### src/rtl/hdma_pkg.sv
package hdma_pkg;

    localparam int BUS_W  = 16;
    localparam int LOW_W  = 8;
    localparam int WORD_W = BUS_W + LOW_W;
    localparam int SPACE_BIT = BUS_W - 1;

    typedef enum logic {
        SPACE_PM = 1'b0,
        SPACE_DM = 1'b1
    } space_e;

    typedef struct packed {
        space_e              space;
        logic [WORD_W-1:0]   data;
    } wr_word_t;

    function automatic logic [WORD_W-1:0] join_pm(input logic [BUS_W-1:0] upper,
                                                  input logic [BUS_W-1:0] bus);
        return {upper, bus[LOW_W-1:0]};
    endfunction

    function automatic logic [WORD_W-1:0] widen_dm(input logic [BUS_W-1:0] bus);
        return {{LOW_W{1'b0}}, bus};
    endfunction

endpackage

### src/rtl/hdma_addr_reg.sv
module hdma_addr_reg
    import hdma_pkg::*;
#(
    parameter int ADDR_W = 14
) (
    input  logic                 clk,
    input  logic                 rst,
    input  logic                 load,
    input  logic [BUS_W-1:0]     load_bus,
    input  logic                 bump,
    output logic [ADDR_W-1:0]    addr,
    output space_e               space
);

    always_ff @(posedge clk) begin
        if (rst) begin
            addr  <= '0;
            space <= SPACE_PM;
        end else if (load) begin
            addr  <= load_bus[ADDR_W-1:0];
            space <= space_e'(load_bus[SPACE_BIT]);
        end else if (bump) begin
            addr  <= addr + 1'b1;
        end
    end

endmodule

### src/rtl/hdma_word_asm.sv
module hdma_word_asm
    import hdma_pkg::*;
(
    input  logic                 clk,
    input  logic                 rst,
    input  logic                 wr_take,
    input  logic                 discard,
    input  space_e               space,
    input  logic [BUS_W-1:0]     bus,
    output logic                 go,
    output wr_word_t             word,
    output logic                 pending
);

    logic [BUS_W-1:0] hold_q;
    logic             pend_eff;

    assign pend_eff = pending & ~discard;

    always_comb begin
        go         = wr_take & ((space == SPACE_DM) | pend_eff);
        word.space = space;
        word.data  = (space == SPACE_DM) ? widen_dm(bus) : join_pm(hold_q, bus);
    end

    always_ff @(posedge clk) begin
        if (rst) begin
            pending <= 1'b0;
            hold_q  <= '0;
        end else if (wr_take && space == SPACE_PM) begin
            pending <= ~pend_eff;
            if (!pend_eff) begin
                hold_q <= bus;
            end
        end else if (discard) begin
            pending <= 1'b0;
        end
    end

    // a discard leaves no first half waiting unless a new one is taken
    assert_discard_clears_R7: assert property (@(posedge clk) disable iff (rst)
        (discard && !(wr_take && space == SPACE_PM)) |=> !pending);

endmodule

### src/rtl/hdma_wr_engine.sv
module hdma_wr_engine
    import hdma_pkg::*;
#(
    parameter int ADDR_W    = 14,
    parameter int WR_CYCLES = 3
) (
    input  logic                 clk,
    input  logic                 rst,
    input  logic                 go,
    input  wr_word_t             word,
    input  logic [ADDR_W-1:0]    addr_in,
    output logic                 busy,
    output logic                 fin,
    output logic                 ack,
    output logic                 pm_we,
    output logic                 dm_we,
    output logic [ADDR_W-1:0]    mem_addr,
    output logic [WORD_W-1:0]    mem_wdata,
    output space_e               mem_space
);

    localparam int CW = (WR_CYCLES < 2) ? 1 : $clog2(WR_CYCLES);
    localparam logic [CW-1:0] LOAD_VAL = CW'(WR_CYCLES - 1);

    logic [CW-1:0] cnt;

    assign fin   = busy & (cnt == '0);
    assign pm_we = busy & (mem_space == SPACE_PM);
    assign dm_we = busy & (mem_space == SPACE_DM);

    always_ff @(posedge clk) begin
        if (rst) begin
            busy      <= 1'b0;
            ack       <= 1'b1;
            cnt       <= '0;
            mem_addr  <= '0;
            mem_wdata <= '0;
            mem_space <= SPACE_PM;
        end else if (go) begin
            busy      <= 1'b1;
            ack       <= 1'b0;
            cnt       <= LOAD_VAL;
            mem_addr  <= addr_in;
            mem_wdata <= word.data;
            mem_space <= word.space;
        end else if (fin) begin
            busy      <= 1'b0;
            ack       <= 1'b1;
        end else if (busy) begin
            cnt       <= cnt - 1'b1;
        end
    end

    // a started word pulls the acknowledge low on the next clock
    assert_ack_drop_R3: assert property (@(posedge clk) disable iff (rst)
        go |=> !ack);

    // the acknowledge returns one clock after the write completes
    assert_ack_rise_R5: assert property (@(posedge clk) disable iff (rst)
        fin |=> ack);

    // address and data hold still through the write window
    assert_hold_stable_R3: assert property (@(posedge clk) disable iff (rst)
        (busy && $past(busy) && !$past(fin)) |-> ($stable(mem_addr) && $stable(mem_wdata)));

    // no new word may start while one is being written
    assert_no_start_busy_R8: assert property (@(posedge clk) disable iff (rst)
        go |-> !busy);

    // acknowledge and busy window agree
    assert_ack_busy_R3: assert property (@(posedge clk) disable iff (rst)
        ack == !busy);

endmodule

### src/rtl/hdma_boot_ctl.sv
module hdma_boot_ctl (
    input  logic clk,
    input  logic rst,
    input  logic map_sel,
    input  logic boot_sel,
    input  logic zero_done,
    output logic core_hold,
    output logic released
);

    logic boot_mode;

    always_ff @(posedge clk) begin
        if (rst) begin
            boot_mode <= ~map_sel & boot_sel;
            released  <= 1'b0;
        end else if (zero_done) begin
            released  <= 1'b1;
        end
    end

    assign core_hold = boot_mode & ~released;

    // the release flag never clears outside reset
    assert_release_sticky_R10: assert property (@(posedge clk) disable iff (rst)
        released |=> released);

    // the core is only let go by a release
    assert_hold_ends_by_release_R9: assert property (@(posedge clk) disable iff (rst)
        $fell(core_hold) |-> released);

    // boot mode is frozen once reset ends
    assert_mode_frozen_R9: assert property (@(posedge clk) disable iff (rst)
        $stable(boot_mode));

endmodule

### src/rtl/hdma_wr_port.sv
module hdma_wr_port
    import hdma_pkg::*;
#(
    parameter int ADDR_W    = 14,
    parameter int WR_CYCLES = 3
) (
    input  logic                 clk,
    input  logic                 rst,
    input  logic [15:0]          host_bus,
    input  logic                 host_latch,
    input  logic                 host_wsel,
    input  logic                 core_ctrl_wr,
    input  logic                 map_sel,
    input  logic                 boot_sel,
    output logic                 host_ack,
    output logic                 pm_we,
    output logic                 dm_we,
    output logic [ADDR_W-1:0]    mem_addr,
    output logic [23:0]          mem_wdata,
    output logic                 core_hold,
    output logic                 boot_released
);

    logic              busy;
    logic              fin;
    logic              go;
    logic              pending;
    logic              latch_take;
    logic              wr_take;
    logic              discard;
    logic              zero_done;
    logic [ADDR_W-1:0] cur_addr;
    space_e            cur_space;
    space_e            mem_space;
    wr_word_t          word;

    assign latch_take = host_latch & ~busy;
    assign wr_take    = host_wsel & ~busy & ~host_latch;
    assign discard    = latch_take | core_ctrl_wr;
    assign zero_done  = fin & (mem_space == SPACE_PM) & (mem_addr == '0);

    hdma_addr_reg #(.ADDR_W(ADDR_W)) u_addr (
        .clk      (clk),
        .rst      (rst),
        .load     (latch_take),
        .load_bus (host_bus),
        .bump     (fin),
        .addr     (cur_addr),
        .space    (cur_space)
    );

    hdma_word_asm u_asm (
        .clk      (clk),
        .rst      (rst),
        .wr_take  (wr_take),
        .discard  (discard),
        .space    (cur_space),
        .bus      (host_bus),
        .go       (go),
        .word     (word),
        .pending  (pending)
    );

    hdma_wr_engine #(.ADDR_W(ADDR_W), .WR_CYCLES(WR_CYCLES)) u_eng (
        .clk       (clk),
        .rst       (rst),
        .go        (go),
        .word      (word),
        .addr_in   (cur_addr),
        .busy      (busy),
        .fin       (fin),
        .ack       (host_ack),
        .pm_we     (pm_we),
        .dm_we     (dm_we),
        .mem_addr  (mem_addr),
        .mem_wdata (mem_wdata),
        .mem_space (mem_space)
    );

    hdma_boot_ctl u_boot (
        .clk       (clk),
        .rst       (rst),
        .map_sel   (map_sel),
        .boot_sel  (boot_sel),
        .zero_done (zero_done),
        .core_hold (core_hold),
        .released  (boot_released)
    );

    // a first half is acknowledged at once and left waiting
    assert_first_half_acks_R4: assert property (@(posedge clk) disable iff (rst)
        (wr_take && cur_space == SPACE_PM && !pending && !core_ctrl_wr) |=> (host_ack && pending && !pm_we));

    // strobes during a write do not move the address
    assert_busy_addr_frozen_R8: assert property (@(posedge clk) disable iff (rst)
        (busy && !fin) |=> $stable(cur_addr));

    // completion of a word advances the address by one
    assert_step_after_word_R6: assert property (@(posedge clk) disable iff (rst)
        fin |=> (cur_addr == ADDR_W'($past(mem_addr) + 1'b1)));

endmodule

### config.mk
export PLATFORM = sky130hd
export DESIGN_NAME = hdma_wr_port
export DESIGN_NICKNAME = d
export VERILOG_FILES = /design/src/rtl/hdma_pkg.sv /design/src/rtl/hdma_addr_reg.sv /design/src/rtl/hdma_word_asm.sv /design/src/rtl/hdma_wr_engine.sv /design/src/rtl/hdma_boot_ctl.sv /design/src/rtl/hdma_wr_port.sv
export SDC_FILE = /design/constraint.sdc
export NUM_CORES = 1
export LEC_CHECK = 0
export CAP_MARGIN = 5
export CORE_AREA = 2 2 99 140
export DETAILED_ROUTE_END_ITERATION = 16
export DIE_AREA = 0 0 101 142
export HOLD_SLACK_MARGIN = 0.1
export PLACE_DENSITY_LB_ADDON = 0.08
export RECOVER_POWER = 25
export SYNTH_ARGS = -nofsm -noshare
export SYNTH_HDL_FRONTEND = slang
export SYNTH_HIERARCHICAL = 1
export SYNTH_SLANG_ARGS = --single-unit
### constraint.sdc
create_clock -name clk -period 2.39 [get_ports clk]
set_clock_uncertainty 0.1 [all_clocks]
set_input_delay 0.478 -clock clk [delete_from_list [all_inputs] [get_ports clk]]
set_output_delay 0.478 -clock clk [all_outputs]
set_load 0.02 [all_outputs]
### Word level (Yosys, flattened, before mapping)

Index checks and enable logic that the tools add are counted.

| storage, ports and cells | value |
|---|---|
| RAM bits | 0 |
| word-level logic and storage cells | 62 |
| bits in latches | 0 |
| register bits | 77 |
| memories kept | 0 |
| output and inout bits | 43 |
| bits in read-only memories | 0 |
| input port bits | 23 |

| cells by class | value |
|---|---|
| reductions and logical operators | 11 |
| bitwise gates (word level) | 23 |
| $add $sub $neg | 2 |
| muxes and demuxes | 12 |
| magnitude comparators | 0 |
| $mul | 0 |
| div/mod/pow operators | 0 |
| equality and inequality tests | 1 |
| shift-type cells | 0 |

Operator list:

| operator | count |
|---|---|
| $mux W14 | 2 |
| $mux W24 | 1 |
| $add A14 B1 Y14 const B | 1 |
| $logic_not A14 Y1 | 1 |
| $and A1 B1 Y1 | 12 |
| $not A1 Y1 | 9 |
| $reduce_bool A2 Y1 | 4 |
| $mux W1 | 6 |
| $mux W2 | 3 |
| $reduce_and A2 Y1 | 3 |
| $logic_not A2 Y1 | 1 |
| $ne A2 B1 Y1 const B | 1 |
| $or A1 B1 Y1 | 2 |
| $reduce_or A2 Y1 | 1 |
| $sub A2 B1 Y2 const B | 1 |
| $logic_and A1 B1 Y1 | 1 |

### Logic depth before layout (Yosys ltp)

| logic depth | value |
|---|---|
| word-level depth | 9 |
| mapped depth | 8 |
| mapped depth without buffers | 7 |

### By module

The synthesis kept the hierarchy.

Modules (own cells, without submodules):

| module | instances | seq. area each (sq um) | cells an instance | area each (sq um) |
|---|---|---|---|---|
| hdma_wr_engine | 1 | 860.8 | 147 | 1620.3 |
| hdma_word_asm | 1 | 340.3 | 103 | 1022.2 |
| hdma_addr_reg | 1 | 300.3 | 97 | 828.3 |
| hdma_boot_ctl | 1 | 50.0 | 5 | 72.6 |
| hdma_wr_port | 1 | 0.0 | 8 | 62.6 |

### Worst setup path after synthesis

OpenSTA, ideal clock, no wires.

| path | value |
|---|---|
| path kind | input port to flip-flop |
| start | input host_latch |
| end | register u_eng.mem_addr[4] |
| path buffers | 2 |
| stages | 8 |
| library setup time | 128 ps |
| slack | 380 ps |
| required time | 2162 ps |
| data arrival time | 1782 ps |
| cell sequence | nor2b_1 or2_2 and2b_1 o21a_1 buf_6 buf_12 mux2i_1 nor2_1 |

| between the ends | value |
|---|---|
| word-level cells in the longest chain between the ends | 6 |
| elaborated cells between the ends (all ways) | 8 |
| those cells by class | bitwise (8) |

Ends and longest elaborated chain:

| element | RTL line | source |
|---|---|---|
| start, declared | hdma_wr_port.sv:10 | `input logic host_latch,` |
| $and A1 B1 Y1 | hdma_wr_port.sv:37 | `assign latch_take = host_latch & ~busy;` |
| $or A1 B1 Y1 | hdma_wr_port.sv:39 | `assign discard = latch_take \| core_ctrl_wr;` |
| named net discard | hdma_wr_port.sv:30 | `logic discard;` |
| $not A1 Y1 | hdma_word_asm.sv:18 | `assign pend_eff = pending & ~discard;` |
| $and A1 B1 Y1 | hdma_word_asm.sv:18 |  |
| $or A1 B1 Y1 | hdma_word_asm.sv:21 | `go = wr_take & ((space == SPACE_DM) \| pend_eff);` |
| $and A1 B1 Y1 | hdma_word_asm.sv:21 |  |
| named net go | hdma_wr_port.sv:26 | `logic go;` |
| end signal, assigned | hdma_wr_engine.sv:43 | `mem_addr <= addr_in;` |
| end, declared | hdma_wr_engine.sv:17 | `output logic [ADDR_W-1:0] mem_addr,` |

The timed path passes the listed nets, and every way through them passes these cells.
A chain may end at the register's enable or synchronous reset.

### Worst setup path after layout

| path | value |
|---|---|
| start | input host_latch |
| end | register u_asm.hold_q[2] |

| between the ends | value |
|---|---|
| word-level cells in the longest chain between the ends | 6 |
| elaborated cells between the ends (all ways) | 9 |
| those cells by class | bitwise (7); reduce/logical (2) |

Ends and longest elaborated chain:

| element | RTL line | source |
|---|---|---|
| $and A1 B1 Y1 | hdma_wr_port.sv:37 |  |
| named net latch_take | hdma_wr_port.sv:28 | `logic latch_take;` |
| $or A1 B1 Y1 | hdma_wr_port.sv:39 |  |
| named net discard | hdma_wr_port.sv:30 |  |
| $not A1 Y1 | hdma_word_asm.sv:18 |  |
| $and A1 B1 Y1 | hdma_word_asm.sv:18 |  |
| $not A1 Y1 | -- |  |
| $reduce_and A2 Y1 (no source line) | -- |  |
| end signal, assigned | hdma_word_asm.sv:33 | `hold_q <= bus;` |
| end, declared | hdma_word_asm.sv:15 | `logic [BUS_W-1:0] hold_q;` |

The timed path passes the listed nets, and every way through them passes these cells.

==> metrics.cfg <==
[synthesis]
synth.most_common_cell = dfxtp_1
ys_seq_area_frac = 0.430
avgSynthCellArea_um2 = 10.0
synth_common_cells = dfxtp_1, mux2i_1, nor2_1, nand2b_1, inv_1
ys_ff_latch = 77
netlist.area_leader.share = 0.422
synth_area_um2 = 3610
synthFlopType = dfxtp_1
yosys-top-cells-area = dfxtp_1, mux2i_1, nand2b_1, nor2_1, buf_12
syn_inst = 360
yosysUniqueCellTypes = 42
synth_largest_area_cell = dfxtp_1
synth_nets = 385
synth_edf_count = 1
synth.yosys.warnings = 6
async_reset_ff_frac = 0

[clocking]
clock_latency_ps = 330
htree_levels = 3
clock-sinks = 77
holdBufCountCts = 0
clock_tree.buffer_depth = 2
clk_pin_slew_worst_paths_ps = 60
post_cts_resized = 0
post_cts_buffers = 0
tritoncts = done
cts_buffers = 9
clockRootBuffer = clkbuf_16

[pwr]
switching_share = 0.230
seqPwrFrac = 0.466
total_power_mw = 2.94
p_leak_nw = 1.73
clockPowerShare = 0.439
switchingPower_uw = 676
pwr-share-comb = 0.095
power_density_nw_per_um2 = 646
p_int_mw = 2.26
vdd_drop_max_v = 0.000294

[route]
dr_total_vias = 2559
highest_layer = met4
wl_met3_um = 238
drcViolationCount = 0
wire_per_inst_um = 15.1
dr_wl_met2_mm = 4.41
wl_met1_mm = 3.92
drt_iter0_drc = 76
wl_mm = 8.70
vias_per_cell = 4.43
firstDrtPassIters = 4
ant_nets = 0

[floorplan]
core-area_um2 = 13100
pin_count = 66
std_cell_rows = 50
start_util = 0.274
die_y_um = 142
dieArea_um2 = 14300
die_x_um = 101

[sta]
finalHoldViolations = 0
period_needed_ps = 2140
rsz0062_at_grt = false
slew_violations = 0
hold_slack_ps = 365
relSlewSlack = 0.251
fmax_ghz = 0.467
finalSetupViolCount = 0
tns_ps = 0
fin_crit_sh = 0.895
tightest_slew_ps = 1120

[setup_path]
critPathCapture = u_asm/hold_q[2]
crit_family = simple AND/OR/NAND/NOR gates
critPathBufInv = 2
crit_type = primary input to flop
cp_cell_sequence = clkdlybuf4s50_1, nor2b_2, or2_2, and2b_1, buf_4, nor2b_4, mux2i_1
regToRegEndpoint = u_addr/addr[13]
r2r_start = u_eng/cnt[0]
reg2reg_slack_ps = 350
start_kind = primary input
slowest_stage = nor2b_4
slowest_delay_ps = 510
crit_required_ps = 2540
r2r_cells = 7
cp-end-kind = flop
cp.depth = 7
crit_arrival_ps = 2290
worstPathMaxFanout = 16
startpoint = host_latch

[global_route]
track_usage = 0.127
grt_pass1_vias = 2480
grt_max_degree = 43
grt_overflow = 0
antenna_found_initial = 0
grt_pass1_wl_mm = 13.8

[placed_design]
gp_congestion = 0.707
io_buffers = 65
place.detailed.hpwl_mm = 6.15
placed_area_um2 = 4300

[finish]
n_antenna_cell = 0
stdcell_area_um2 = 4550
areaGrowthSynthToFinish_pct = 26.1
drive_gt1_frac = 0.0900
nets = 442

[job]
cap_viol_max_count = 0

[outcome]
status = completed

[worst_hold_path]
holdCritPathClass = flop to flop
whs_path_depth = 2

[per-layer routing]
| metal | up-vias | GRT usage |
|---|---|---|
| met2 | 46 | 0.205 |
| met3 | 12 | 0.0275 |
| met4 | 0 | 0.0469 |
| li1 | 1302 | - |
| met5 | - | 0 |
| met1 | 1199 | 0.165 |
[cells by family (layout without fill, tap and decap cells)]
group                      after synthesis  in the layout  share of synthesized area
AOI/OAI and AO/OA                       25             25                     0.0465
xor gates and xnor gates                14             14                     0.0340
DFF                                     77             77                      0.430
muxes                                   68             68                      0.192
and+or+nand+nor                        131            131                      0.201
buffers and inverters                   43            105                     0.0895
adders and majority gates                2              2                    0.00694
[final cells by class]
class	count	area [µm²]
clock inverters	1	5.00
flip-flops and latches	77	1550
well taps	156	195
inverters	13	48.8
multi-input cells	240	1710
repair buffers	76	757
clock buffers	15	278
fillers	1364	8590
[registers in the layout (all words and copies together) (netlist names)]
signal            cells
u_eng/mem_wdata      24
u_asm/hold_q         16
u_eng/ack             1
u_eng/busy            1
u_eng/cnt             2
u_eng/mem_space       1
u_addr/addr          14
u_boot/released       1
u_asm/pending         1
u_addr/space          1
u_boot/boot_mode      1
u_eng/mem_addr       14
[power groups by stage]
| stage | logic [mW] | clock network, mW | registers (mW) |
|---|---|---|---|
| 2_1_floorplan | 0.194 | 0 | 1.39 |
| 3_3_place_gp | 0.286 | 0 | 1.40 |
| 3_5_place_dp | 0.288 | 0 | 1.40 |
| 4_1_cts | 0.290 | 1.34 | 1.37 |
| 5_1_grt | 0.308 | 1.38 | 1.37 |
| 6_report | 0.280 | 1.29 | 1.37 |
[how the worst min path moves through the flow]
stage | start | to | slack (ps)
floorplan | u_asm/hold_q[15] | u_asm/hold_q[15] | 340
global placement | u_asm/hold_q[11] | u_asm/hold_q[11] | 360
detailed placement | u_asm/hold_q[13] | u_asm/hold_q[13] | 360
CTS | u_asm/hold_q[10] | u_asm/hold_q[10] | 370
global route | u_asm/hold_q[4] | u_asm/hold_q[4] | 390
finish | u_asm/hold_q[8] | u_asm/hold_q[8] | 360
[tightest hold or removal path, cell delays in order, from the launching register on]
cell,delay (ps)
dfxtp_1,310
nand2b_1,60
mux2i_1,50
[cell usage in the layout, fill, tap and decap left out, types with 3 or more instances in the layout]
master,synthesis,layout
a21oi_1,11,11
buf_12,5,3
buf_4,11,6
clkbuf_1,5,6
clkbuf_16,0,9
clkbuf_8,0,3
clkdlybuf4s50_1,0,47
dfxtp_1,76,76
dlygate4sd3_1,0,17
inv_1,13,13
mux2_2,8,8
mux2i_1,60,60
nand2_1,5,5
nand2b_1,32,32
nand3_1,3,3
nand4_1,3,4
nor2_1,51,51
nor2b_1,12,11
nor3_1,3,3
nor4_1,7,7
o21a_1,9,8
xnor2_1,8,8
xor2_1,6,6
[stage by stage]
stage,setup slack [ps],std cells,utilization
after global placement,-79.4,562,0.327
final,250,578,0.346
after detailed placement,-110,562,0.327
after global routing,92.8,578,0.346
after floorplan,380,360,-
after CTS,217,578,0.349
Power figures use the tool's default switching activity.
